<file path="src/rtl/lcdc_regs_pkg.sv">
package lcdc_regs_pkg;

  localparam int GEOM_W = 11;

  localparam int IDX_TIM0  = 0;
  localparam int IDX_UPB   = 4;
  localparam int IDX_LPB   = 5;
  localparam int IDX_SLOTA = 6;
  localparam int IDX_SLOTB = 7;
  localparam int IDX_RAW   = 8;
  localparam int IDX_MSK   = 9;
  localparam int IDX_CLR   = 10;
  localparam int IDX_UPCUR = 11;
  localparam int IDX_LPCUR = 12;

  typedef struct packed {
    logic [3:0] tim;
    logic       upb;
    logic       lpb;
    logic       imask;
    logic       ctrl;
    logic       raw;
    logic       msk;
    logic       clr;
    logic       upcur;
    logic       lpcur;
    logic       id;
    logic [2:0] id_n;
  } sel_t;

  function automatic logic [7:0] id_byte(input logic ext, input logic [2:0] n);
    case (n)
      3'd0:    id_byte = ext ? 8'h11 : 8'h10;
      3'd1:    id_byte = 8'h11;
      3'd2:    id_byte = ext ? 8'h24 : 8'h04;
      3'd3:    id_byte = 8'h00;
      3'd4:    id_byte = 8'h0D;
      3'd5:    id_byte = 8'hF0;
      3'd6:    id_byte = 8'h05;
      default: id_byte = 8'hB1;
    endcase
  endfunction

endpackage

</file>
<file path="src/rtl/lcdc_decode.sv">
module lcdc_decode
  import lcdc_regs_pkg::*;
#(
  parameter int IDX_W = 10
) (
  input  logic [IDX_W-1:0] idx,
  input  logic [1:0]       variant,
  output sel_t             sel
);

  logic swap;
  assign swap = (variant != 2'd0);

  always_comb begin
    sel = '0;
    if (&idx[IDX_W-1:3]) begin
      sel.id   = 1'b1;
      sel.id_n = idx[2:0];
    end else begin
      for (int i = 0; i < 4; i++) begin
        if (idx == IDX_W'(IDX_TIM0 + i)) sel.tim[i] = 1'b1;
      end
      if (idx == IDX_W'(IDX_UPB))   sel.upb   = 1'b1;
      if (idx == IDX_W'(IDX_LPB))   sel.lpb   = 1'b1;
      if (idx == IDX_W'(IDX_SLOTA)) begin
        if (swap) sel.ctrl = 1'b1;
        else      sel.imask = 1'b1;
      end
      if (idx == IDX_W'(IDX_SLOTB)) begin
        if (swap) sel.imask = 1'b1;
        else      sel.ctrl = 1'b1;
      end
      if (idx == IDX_W'(IDX_RAW))   sel.raw   = 1'b1;
      if (idx == IDX_W'(IDX_MSK))   sel.msk   = 1'b1;
      if (idx == IDX_W'(IDX_CLR))   sel.clr   = 1'b1;
      if (idx == IDX_W'(IDX_UPCUR)) sel.upcur = 1'b1;
      if (idx == IDX_W'(IDX_LPCUR)) sel.lpcur = 1'b1;
    end
  end

endmodule

</file>
<file path="src/rtl/lcdc_irq.sv">
module lcdc_irq #(
  parameter int IRQ_W = 4
) (
  input  logic             clk,
  input  logic             rst_n,
  input  logic [IRQ_W-1:0] evt,
  input  logic             clr_we,
  input  logic [IRQ_W-1:0] clr_bits,
  input  logic             mask_we,
  input  logic [IRQ_W-1:0] mask_bits,
  output logic [IRQ_W-1:0] raw_q,
  output logic [IRQ_W-1:0] mask_q,
  output logic             irq
);

  logic [IRQ_W-1:0] kill;
  assign kill = clr_we ? clr_bits : '0;

  always_ff @(posedge clk) begin
    if (!rst_n) begin
      raw_q  <= '0;
      mask_q <= '0;
    end else begin
      raw_q <= (raw_q & ~kill) | evt;
      if (mask_we) mask_q <= mask_bits;
    end
  end

  assign irq = |(raw_q & mask_q);

endmodule

</file>
<file path="src/rtl/lcdc_geom.sv">
module lcdc_geom
  import lcdc_regs_pkg::*;
(
  input  logic [5:0]        wfield,
  input  logic [9:0]        hfield,
  input  logic [2:0]        depth,
  input  logic              en_bit,
  input  logic              pwr_bit,
  output logic [GEOM_W-1:0] width,
  output logic [GEOM_W-1:0] height,
  output logic [2:0]        bpp,
  output logic              enabled
);

  logic [GEOM_W-1:0] units;
  assign units   = GEOM_W'(wfield) + GEOM_W'(1);
  assign width   = units << 4;
  assign height  = GEOM_W'(hfield) + GEOM_W'(1);
  assign bpp     = depth;
  assign enabled = en_bit & pwr_bit;

endmodule

</file>
<file path="src/rtl/lcdc_regs.sv">
module lcdc_regs
  import lcdc_regs_pkg::*;
#(
  parameter int ADDR_W = 12,
  parameter int DATA_W = 32,
  parameter int IRQ_W  = 4
) (
  input  logic              clk,
  input  logic              rst_n,
  input  logic [ADDR_W-1:0] bus_addr,
  input  logic              bus_wr,
  input  logic              bus_rd,
  input  logic [DATA_W-1:0] bus_wdata,
  output logic [DATA_W-1:0] bus_rdata,
  input  logic [1:0]        variant,
  input  logic [IRQ_W-1:0]  irq_event,
  output logic              irq_out,
  output logic [GEOM_W-1:0] act_width,
  output logic [GEOM_W-1:0] act_height,
  output logic [2:0]        bpp_code,
  output logic              disp_en
);

  localparam int IDX_W   = ADDR_W - 2;
  localparam int N_TIM   = 4;
  localparam int BIT_EN  = 0;
  localparam int BIT_PWR = 11;

  logic unused_lo;
  assign unused_lo = ^bus_addr[1:0];

  logic [IDX_W-1:0] idx;
  assign idx = bus_addr[ADDR_W-1:2];

  sel_t sel;
  lcdc_decode #(.IDX_W(IDX_W)) u_dec (
    .idx     (idx),
    .variant (variant),
    .sel     (sel)
  );

  logic [DATA_W-1:0] tim_q [N_TIM];
  logic [DATA_W-1:0] upb_q, lpb_q, ctrl_q;

  for (genvar g = 0; g < N_TIM; g++) begin : g_tim
    always_ff @(posedge clk) begin
      if (!rst_n)                    tim_q[g] <= '0;
      else if (bus_wr && sel.tim[g]) tim_q[g] <= bus_wdata;
    end
  end

  always_ff @(posedge clk) begin
    if (!rst_n) begin
      upb_q  <= '0;
      lpb_q  <= '0;
      ctrl_q <= '0;
    end else if (bus_wr) begin
      if (sel.upb)  upb_q  <= bus_wdata;
      if (sel.lpb)  lpb_q  <= bus_wdata;
      if (sel.ctrl) ctrl_q <= bus_wdata;
    end
  end

  logic [IRQ_W-1:0] raw_q, mask_q;
  lcdc_irq #(.IRQ_W(IRQ_W)) u_irq (
    .clk       (clk),
    .rst_n     (rst_n),
    .evt       (irq_event),
    .clr_we    (bus_wr && sel.clr),
    .clr_bits  (bus_wdata[IRQ_W-1:0]),
    .mask_we   (bus_wr && sel.imask),
    .mask_bits (bus_wdata[IRQ_W-1:0]),
    .raw_q     (raw_q),
    .mask_q    (mask_q),
    .irq       (irq_out)
  );

  lcdc_geom u_geom (
    .wfield  (tim_q[0][7:2]),
    .hfield  (tim_q[1][9:0]),
    .depth   (ctrl_q[3:1]),
    .en_bit  (ctrl_q[BIT_EN]),
    .pwr_bit (ctrl_q[BIT_PWR]),
    .width   (act_width),
    .height  (act_height),
    .bpp     (bpp_code),
    .enabled (disp_en)
  );

  logic [DATA_W-1:0] rmux;
  always_comb begin
    rmux = '0;
    for (int i = 0; i < N_TIM; i++) begin
      if (sel.tim[i]) rmux = tim_q[i];
    end
    if (sel.upb || sel.upcur) rmux = upb_q;
    if (sel.lpb || sel.lpcur) rmux = lpb_q;
    if (sel.ctrl)  rmux = ctrl_q;
    if (sel.imask) rmux = DATA_W'(mask_q);
    if (sel.raw)   rmux = DATA_W'(raw_q);
    if (sel.msk)   rmux = DATA_W'(raw_q & mask_q);
    if (sel.id)    rmux = DATA_W'(id_byte(variant == 2'd2, sel.id_n));
  end

  always_ff @(posedge clk) begin
    if (!rst_n)      bus_rdata <= '0;
    else if (bus_rd) bus_rdata <= rmux;
  end

endmodule

</file>
<file path="config.mk">
export PLATFORM = sky130hd
export DESIGN_NAME = lcdc_regs
export DESIGN_NICKNAME = d
export VERILOG_FILES = /design/src/rtl/lcdc_regs_pkg.sv /design/src/rtl/lcdc_decode.sv /design/src/rtl/lcdc_irq.sv /design/src/rtl/lcdc_geom.sv /design/src/rtl/lcdc_regs.sv
export SDC_FILE = /design/constraint.sdc
export NUM_CORES = 1
export LEC_CHECK = 0
export ABC_AREA = 1
export ABC_CLOCK_PERIOD_IN_PS = 8800
export BUFFER_PORTS_ARGS = -buffer_cell sky130_fd_sc_hd__buf_2
export CORE_MARGIN = 2
export CORE_UTILIZATION = 50
export CTS_CLUSTER_SIZE = 16
export DETAILED_ROUTE_END_ITERATION = 8
export PLACE_DENSITY_LB_ADDON = 0.2
export RECOVER_POWER = 50
export SLEW_MARGIN = 20
export SYNTH_ARGS = -nofsm -noshare
export SYNTH_HDL_FRONTEND = slang
export SYNTH_HIERARCHICAL = 1
export SYNTH_SLANG_ARGS = --single-unit
export TNS_END_PERCENT = 20
</file>
<file path="constraint.sdc">
create_clock -name clk -period 8.8 [get_ports clk]
set_input_delay 0.44 -clock clk [delete_from_list [all_inputs] [get_ports clk]]
set_output_delay 0.44 -clock clk [all_outputs]
set_load 0.03 [all_outputs]
</file>
== After elaboration in Yosys (flattened, before gate mapping) ==
Memory sizes are Yosys's and may differ from the RTL's.
Index checks and enable logic that the tools add are counted.
Cells by class
  bitwise operators: 10
  mux-type cells: 51
  reduce and logical (&&, ||, !) cells: 16
  eq/ne operators: 19
  add/sub/neg operators: 2
Operators by type and width (count)
  32-bit two-way mux: 15
  8-bit case mux with 7 select lines: 1
  10-bit by 4-bit equality test with 1-bit output (second input constant): 5
  10-bit by 3-bit equality test with 1-bit output (second input constant): 4
  1-bit two-way mux: 29
  10-bit by 2-bit equality test with 1-bit output (second input constant): 2
  13-bit two-way mux: 1
  4-bit AND: 3
  10-bit by 1-bit adder with 11-bit output (second input constant): 1
  10-bit by 1-bit equality test with 1-bit output (second input constant): 1
  10-bit zero test: 1
  3-bit equality test (second input constant): 3
  4-bit two-way mux: 2
  6-bit by 1-bit adder with 7-bit output (second input constant): 1
  7-bit AND reduction: 1
  3-bit by 2-bit equality test with 1-bit output (second input constant): 2
  1-bit logical AND: 6
  6-bit two-way mux: 1
  2-bit AND reduction: 3
  2-bit two-way mux: 2
  4-bit inverter: 1
  1-bit OR: 4
  4-bit OR: 1
  4-bit OR reduction: 1
  other kinds (6): 7
Word-level totals
  bits in writable memories: 128
  bits of input ports: 54
  memories: 1
  word-level logic and storage cells: 105
  bits in registers: 136
  output and inout port bits: 59
Memories
  tim_q: depth 4, bits a word 32, rd ports 4, clocked after memory_dff 0, write ports 4, RTL line lcdc_regs.sv:42  | logic [DATA_W-1:0] tim_q [N_TIM];

== Depth between registers and ports, before layout ==
Gate-level depths: netlist (run 1).
  word-level depth: 17
  depth in mapped cells: 21
  mapped depth without buffers: 20

== Cells and area by module ==
The synthesis (run 1) kept the hierarchy.
By module, submodules not included
  lcdc_regs: cells each 1255, sequential area each 6406.1 µm², area an instance 10918.0 µm², instances 1
  lcdc_geom: cells each 62, sequential area each 0.0 µm², area an instance 371.6 µm², instances 1
  lcdc_irq: cells each 43, sequential area each 160.2 µm², area an instance 304.0 µm², instances 1
  lcdc_decode: cells each 66, sequential area each 0.0 µm², area an instance 301.5 µm², instances 1

== Worst setup path after synthesis (run 1) ==
Ideal clock, no wire load.
  path type: input to register
  start point: input bus_addr[7]
  end point: memory tim_q[2][0], enable pin
  setup slack: 4552 ps
  path buffers: 2
  library setup time: 466 ps
  data required time: 8334 ps
  cell stages on the path: 9
  data arrival time: 3782 ps
  cell sequence: inv_1 -> nand2_2 -> nor2_8 -> nand2_1 -> nor2_1 -> inv_2 -> buf_2 -> buf_2 -> o21ai_0
RTL lines
  from (decl): RTL line lcdc_regs.sv:10  | input logic [ADDR_W-1:0] bus_addr,
  to (decl): RTL line lcdc_regs.sv:42

==> impl_metrics.toml, run 1 <==
[logic_synthesis]
synth_top_cells_by_count = "a21oi_1, nand2_1, nor2_1"
synth_seq_area_share_pct = 55.2
synth_largest_area_cell = "edfxtp_1"
syn_avg_cell_area_um2 = 8.34
ys_ff_latch = 264
ys_types = 34
synth_flop_cell = "dfxtp_1"
synth_area_um2 = 11900
async_reset_ff_share_pct = 0
synthesis.instances = 1426
synth_area_leaders = "edfxtp_1, dfxtp_1, a21oi_1, o21ai_0, nand2_1"
yosysMostFrequentCell = "a21oi_1"
synth_edf_count = 128
synth_warnings = 6
synth_top_area_share_pct = 32.3

[final_layout]
drive_above_1_share_pct = 8.32
final_cells = 1824
fillers = 2222
synthToLayoutAreaGrowth_pct = 11.0
regArea_um2 = 6570
fin_nets = 1537
multi_input_area_um2 = 4390

[clocking]
insertion_delay_ns = 0.53
cts_setup_buffers = 0
cts_root_buf = "clkbuf_16"
cts_inserted_buffers = 27
hold_buffers = 0
cts_buffer_depth = 3
clk_pin_slew_ns = 0.06
cts_tree = "yes"
cts.sinks = 264
cts_resized = 0
h-tree-depth = 1

[power_and_ir_drop]
leakage_nw = 5.32
power_density_nw_per_um2 = 196
vdd.ir_drop.worst_mv = 0.189

[global_routing]
grt_max_degree = 73
grt_pass1_vias = 9530
grt_overflow = 0
grtUsageTotal_pct = 25.8
antenna_found_initial = 3
grt_pass1_wl_mm = 50.4

[critical_path]
worstSetupPathType = "in2reg"
r2r_setup_slack_ns = 7.16
cp_max_fo = 35
start_kind = "input pin"
reg2regPathDepth = 14
r2r_end = "bus_rdata[0]$_SDFFE_PN0P_"
reg2reg_from = "tim_q[1][0]$_SDFFCE_PN0P_"
required_ns = 8.91
cp-startpoint = "bus_addr[9]"
arrival_ns = 5.26
worstSetupEndpoint = "tim_q[1][10]$_SDFFCE_PN0P_"
end_kind = "flop"

[detailed_routing]
drt_pass1_iterations = 5
postRouteAntennaNets = 0
dr_total_vias = 10100
drc = 0
post_drt_wl_per_cell_um = 17.7
drt_wl_total_mm = 32.2
first_iter_violations = 929
vias_per_cell = 5.52

[die]
dieWidth_um = 158
die_area_um2 = 25000
core_um2 = 23400
initial_utilization_pct = 50.8
rows = 56
pin_count = 113
die_h_um = 158

[timing]
fin_crit_ns = 5.15
tightest_slew_ns = 2.73
post-route-period-util_pct = 58.6
slew_violations = 374
clock_skew_ns = 0.00850
rsz0062_at_grt = "false"
hold_violations = 0
fin_tns_setup_ns = 0
setup_viol = 0
fmax_mhz = 194
max_slew_margin_pct = -82.1

[status]
status = "finished, violations left"
failed_checks = "capacitance limit, slew limit"

[hold_path]
hp-start = "irq_event[0]"
hold_path_class = "in2reg"

[placed_design]
routabilityCongestion = 0.885
dp_hpwl_mm = 19.3
port_buffers = 106
placedCellCount = 1771

[run]
cap_viol_max_count = 10
kinds of logic (layout without fill, tap and decap cells):
kind of cell / count (synthesis) / after routing / synth area share (%)
xor+xnor: 9 / 9 / 0.663
other cells: 1 / 7 / 0.0315
simple gates: 466 / 466 / 15.9
buf+inv: 223 / 296 / 7.93
flops: 264 / 264 / 55.2
compound gates: 461 / 461 / 20.1
fa+ha+maj: 2 / 2 / 0.210
sequential cells by signal, indices dropped and copies added (netlist names):
signal,flops
bus_rdata,32
ctrl_q,32
lpb_q,32
tim_q,128
u_irq/raw_q,4
u_irq/mask_q,4
upb_q,32
critical path, cell delays in order:
cell      delay (ns)
buf_2           0.11
inv_1           0.06
nand2_2         0.05
nor2_1          0.35
nand4_1         0.25
nor2_2          0.13
clkbuf_1        1.57
inv_1           0.31
o21ai_0         0.35
clkbuf_1        1.63
worst min path at each step:
stage	end	slack, ns	depth (start not counted)
6_report	u_irq/raw_q[0]$_SDFF_PN0_	0.15	3
5_1_grt	u_irq/raw_q[0]$_SDFF_PN0_	0.15	3
4_1_cts	u_irq/raw_q[0]$_SDFF_PN0_	0.13	3
3_5_place_dp	ctrl_q[18]$_SDFFE_PN0P_	0.44	2
3_3_place_gp	lpb_q[3]$_SDFFE_PN0P_	0.44	2
2_1_floorplan	lpb_q[2]$_SDFFE_PN0P_	0.43	2
through the flow:
stage	cell area, um2	setup WS, ns	utilization (%)	power [mW]	hold WS [ns]
after floorplan	11900	4.55	-	1.49	0.430
after global placement	12500	5.53	53.5	1.55	0.439
after detailed placement	12500	5.52	53.5	1.55	0.444
after CTS	13300	6.05	57.0	2.60	0.135
after global routing	13200	3.40	56.4	2.67	0.154
final	13200	3.65	56.4	2.59	0.149
layout make-up:
cell class	count	share of cell area, %
Timing Repair Buffer	121	4.24
Clock inverter	9	0.341
Clock buffer	41	5.82
Sequential cell	264	49.7
Tap cell	319	3.02
Inverter	125	3.56
Multi-Input combinational cell	942	33.2
Antenna cell	3	0.0569
routing by layer:
metal | wire, um | GRT usage [%] | vias to the layer above
li1 | - | - | 4883
met1 | 14100 | 34.2 | 4722
met4 | 1060 | 10.2 | 2
met3 | 2240 | 4.27 | 97
met5 | 11 | 0 | -
met2 | 14800 | 42.4 | 358
report_power, final:
part           switching (mW)  internal, mW  total (mW)  leakage, nW
clock network           0.464         0.600        1.06        0.402
registers              0.0194          1.33        1.35         2.32
logic                   0.131        0.0431       0.174         2.60
placed cells by master, fill, tap and decap left out, types with 2 or more instances in the layout:
cell type,instances
o21ai_0,159
nor2_1,208
ha_1,2
edfxtp_1,128
nand2_2,4
buf_4,10
clkbuf_8,4
nor2_2,4
clkinv_1,4
clkbuf_1,67
nor3_1,2
conb_1,4
nand4_1,6
nand2_1,210
a21oi_1,235
clkinv_2,6
dfxtp_1,136
nor2_4,4
o21ai_1,32
nand3_1,22
inv_1,116
buf_2,54
clkbuf_16,27
diode_2,3
inv_2,7
nand3b_1,2
o21ai_2,2
xor2_1,8
a31oi_1,2
a22oi_1,29
Note: power is estimated with default switching activity, not from simulation.
==> run 2, diff against run 1 <==
- ABC_CLOCK_PERIOD_IN_PS: 8800 -> 4300
- clock period: 8.8 -> 4.3 ns (I/O delays scaled with it)
==> run 2 against run 1 <==
Against the previous run: core utilization rose by 2.0 points; largest power group unchanged; critical path depth stayed put; register-to-register slack lost 4.4 ns; wire length up 1.2%; worst setup slack got worse by 2.6 ns; first-iteration DRC count is 2.0% lower; die area is the same; clock-buffer cell count rose by 1; largest cell class unchanged; the run still ends with capacitance limit, slew limit left; flip-flop and latch count is the same; clock power increased by 120%; sequential share of layout area fell by 1.7 points; non-clock buffer count up 39.
==> impl_metrics.toml, run 2 (synthesis gave the netlist of run 1 again) <==
[critical_path]
cpMostUsedCell = "nor2_1"
end_kind = "flop"
r2r_setup_slack_ns = 2.75
crit_path_top_delay_cell = "o21ai_0"
start_kind = "input pin"
worstSetupPathType = "in2reg"
cp_max_fo = 22
cp_slowest_stage_delay_ns = 1.56
path_cells = "buf_2, inv_1, nand2_2, nor2_1, nand2_1, nor2_1, clkbuf_1, inv_2, o21ai_0, buf_12"
reg2regPathDepth = 14
arrival_ns = 3.50
reg2reg_from = "tim_q[1][0]$_SDFFCE_PN0P_"
required_ns = 4.53
r2r_end = "bus_rdata[0]$_SDFFE_PN0P_"

[power_and_ir_drop]
power_mw = 5.50
power_density_nw_per_um2 = 402
leakage_nw = 5.56
vdd.ir_drop.worst_mv = 0.250

[die]
dieWidth_um = 158
initial_utilization_pct = 50.8
core_um2 = 23400
die_area_um2 = 25000
pin_count = 113
rows = 56
die_h_um = 158

[clocking]
h-tree-depth = 1
cts_root_buf = "clkbuf_16"
cts_buffer_depth = 3
cts_tree = "yes"
cts.sinks = 264
insertion_delay_ns = 0.53
cts_inserted_buffers = 28
clk_pin_slew_ns = 0.06

[global_routing]
grt_max_degree = 75
antenna_found_initial = 0
grt_pass1_wl_mm = 50.9
grt_overflow = 0
grtUsageTotal_pct = 26.1
grt_pass1_vias = 9507

[timing]
clock_skew_ns = 0.00798
fin_crit_ns = 3.27
fin_tns_setup_ns = 0
tightest_slew_ns = 2.04
fmax_mhz = 306
post-route-period-util_pct = 76.0
slew_violations = 85
rsz0062_at_grt = "false"
max_slew_margin_pct = -35.8
hold_violations = 0
setup_viol = 0

[final_layout]
n_antenna_cell = 0
fin_nets = 1577
drive_above_1_share_pct = 9.46
largest_reg_flops = 128
final_cell_mix = "a21oi_1, nand2_1, nor2_1"
synthToLayoutAreaGrowth_pct = 14.9
largest-register = "tim_q"
fillers = 2162
final_cells = 1862
final_util_pct = 58.4
regArea_um2 = 6570
multi_input_area_um2 = 4400
final_common_cell = "a21oi_1"

[status]
status = "finished, violations left"
failed_checks = "capacitance limit, slew limit"

[run]
cap_viol_max_count = 3

[placed_design]
placedCellCount = 1781
port_buffers = 106
dp_hpwl_mm = 19.7
routabilityCongestion = 0.845

[hold_path]
hold_path_class = "in2reg"
hold_depth = 3
hp-start = "bus_wdata[23]"
holdPathEnd = "ctrl_q[23]$_SDFFE_PN0P_"

[detailed_routing]
vias_per_cell = 5.44
postRouteAntennaNets = 0
drc = 0
drt_pass1_iterations = 7
post_drt_wl_per_cell_um = 17.5
dr_total_vias = 10100
first_iter_violations = 910
drt_wl_total_mm = 32.7
## run 2: cell types whose count changed in the layout (fill, tap and decap cells not counted), moves of 3 or more
cell,previous run,this run
buf_2,54,63
buf_4,10,14
clkbuf_1,67,62
clkbuf_16,27,30
diode_2,3,0
dlygate4sd3_1,0,29
## run 2: metrics by stage
stage	setup WS [ns]	hold WS, ns	area (um2)
6_report	1.03	0.0172	13700
5_1_grt	0.788	0.0258	13700
4_1_cts	1.89	0.00563	13800
3_5_place_dp	1.35	0.444	12600
3_3_place_gp	1.33	0.438	12600
2_1_floorplan	0.277	0.349	11900
## run 2: cell type report
class,count,area share (%)
tap,319,2.92
clock inverter,10,0.540
timing repair buffer,160,6.80
multi-input combinational,942,32.2
sequential,264,48.0
clock buffer,42,6.04
inverter,125,3.43
## run 2: routing by layer
layer	share of wire [%]	GRT usage [%]	wire length, um
met3	6.3	3.31	2040
met5	0	0	0
met4	2.5	7.12	804
met1	45	36.0	14600
met2	47	43.7	15200
## run 2: worst max-delay path: cells and delay by family
kind            cells  cell delay, ns
compound gates      1            1.56
buf+inv             5            1.04
simple gates        4            0.66
## run 2: worst max path at each step
stage / startpoint / to / slack [ns] / cells past startpoint
global placement: bus_addr[11] / bus_rdata[2]$_SDFFE_PN0P_ / 1.33 / 20
global route: bus_addr[9] / tim_q[2][15]$_SDFFCE_PN0P_ / 0.79 / 10
floorplan: bus_addr[7] / tim_q[2][0]$_SDFFCE_PN0P_ / 0.28 / 9
finish: bus_addr[7] / tim_q[2][15]$_SDFFCE_PN0P_ / 1.03 / 10
CTS: bus_addr[11] / bus_rdata[2]$_SDFFE_PN0P_ / 1.89 / 20
detailed placement: bus_addr[11] / bus_rdata[2]$_SDFFE_PN0P_ / 1.35 / 20
## run 2: where the power goes
| group | switching, mW | total, mW | internal [mW] |
|---|---|---|---|
| combinational | 0.275 | 0.384 | 0.109 |
| clock | 0.970 | 2.35 | 1.38 |
| sequential | 0.0403 | 2.76 | 2.72 |
## run 2: repair_timing
| action | 4_1_cts | 5_1_grt |
|---|---|---|
| buffers inserted | 0 | 0 |
| hold endpoints to repair | 29 | 0 |
| gates resized for setup | 0 | 0 |
| hold buffers | 29 | 0 |
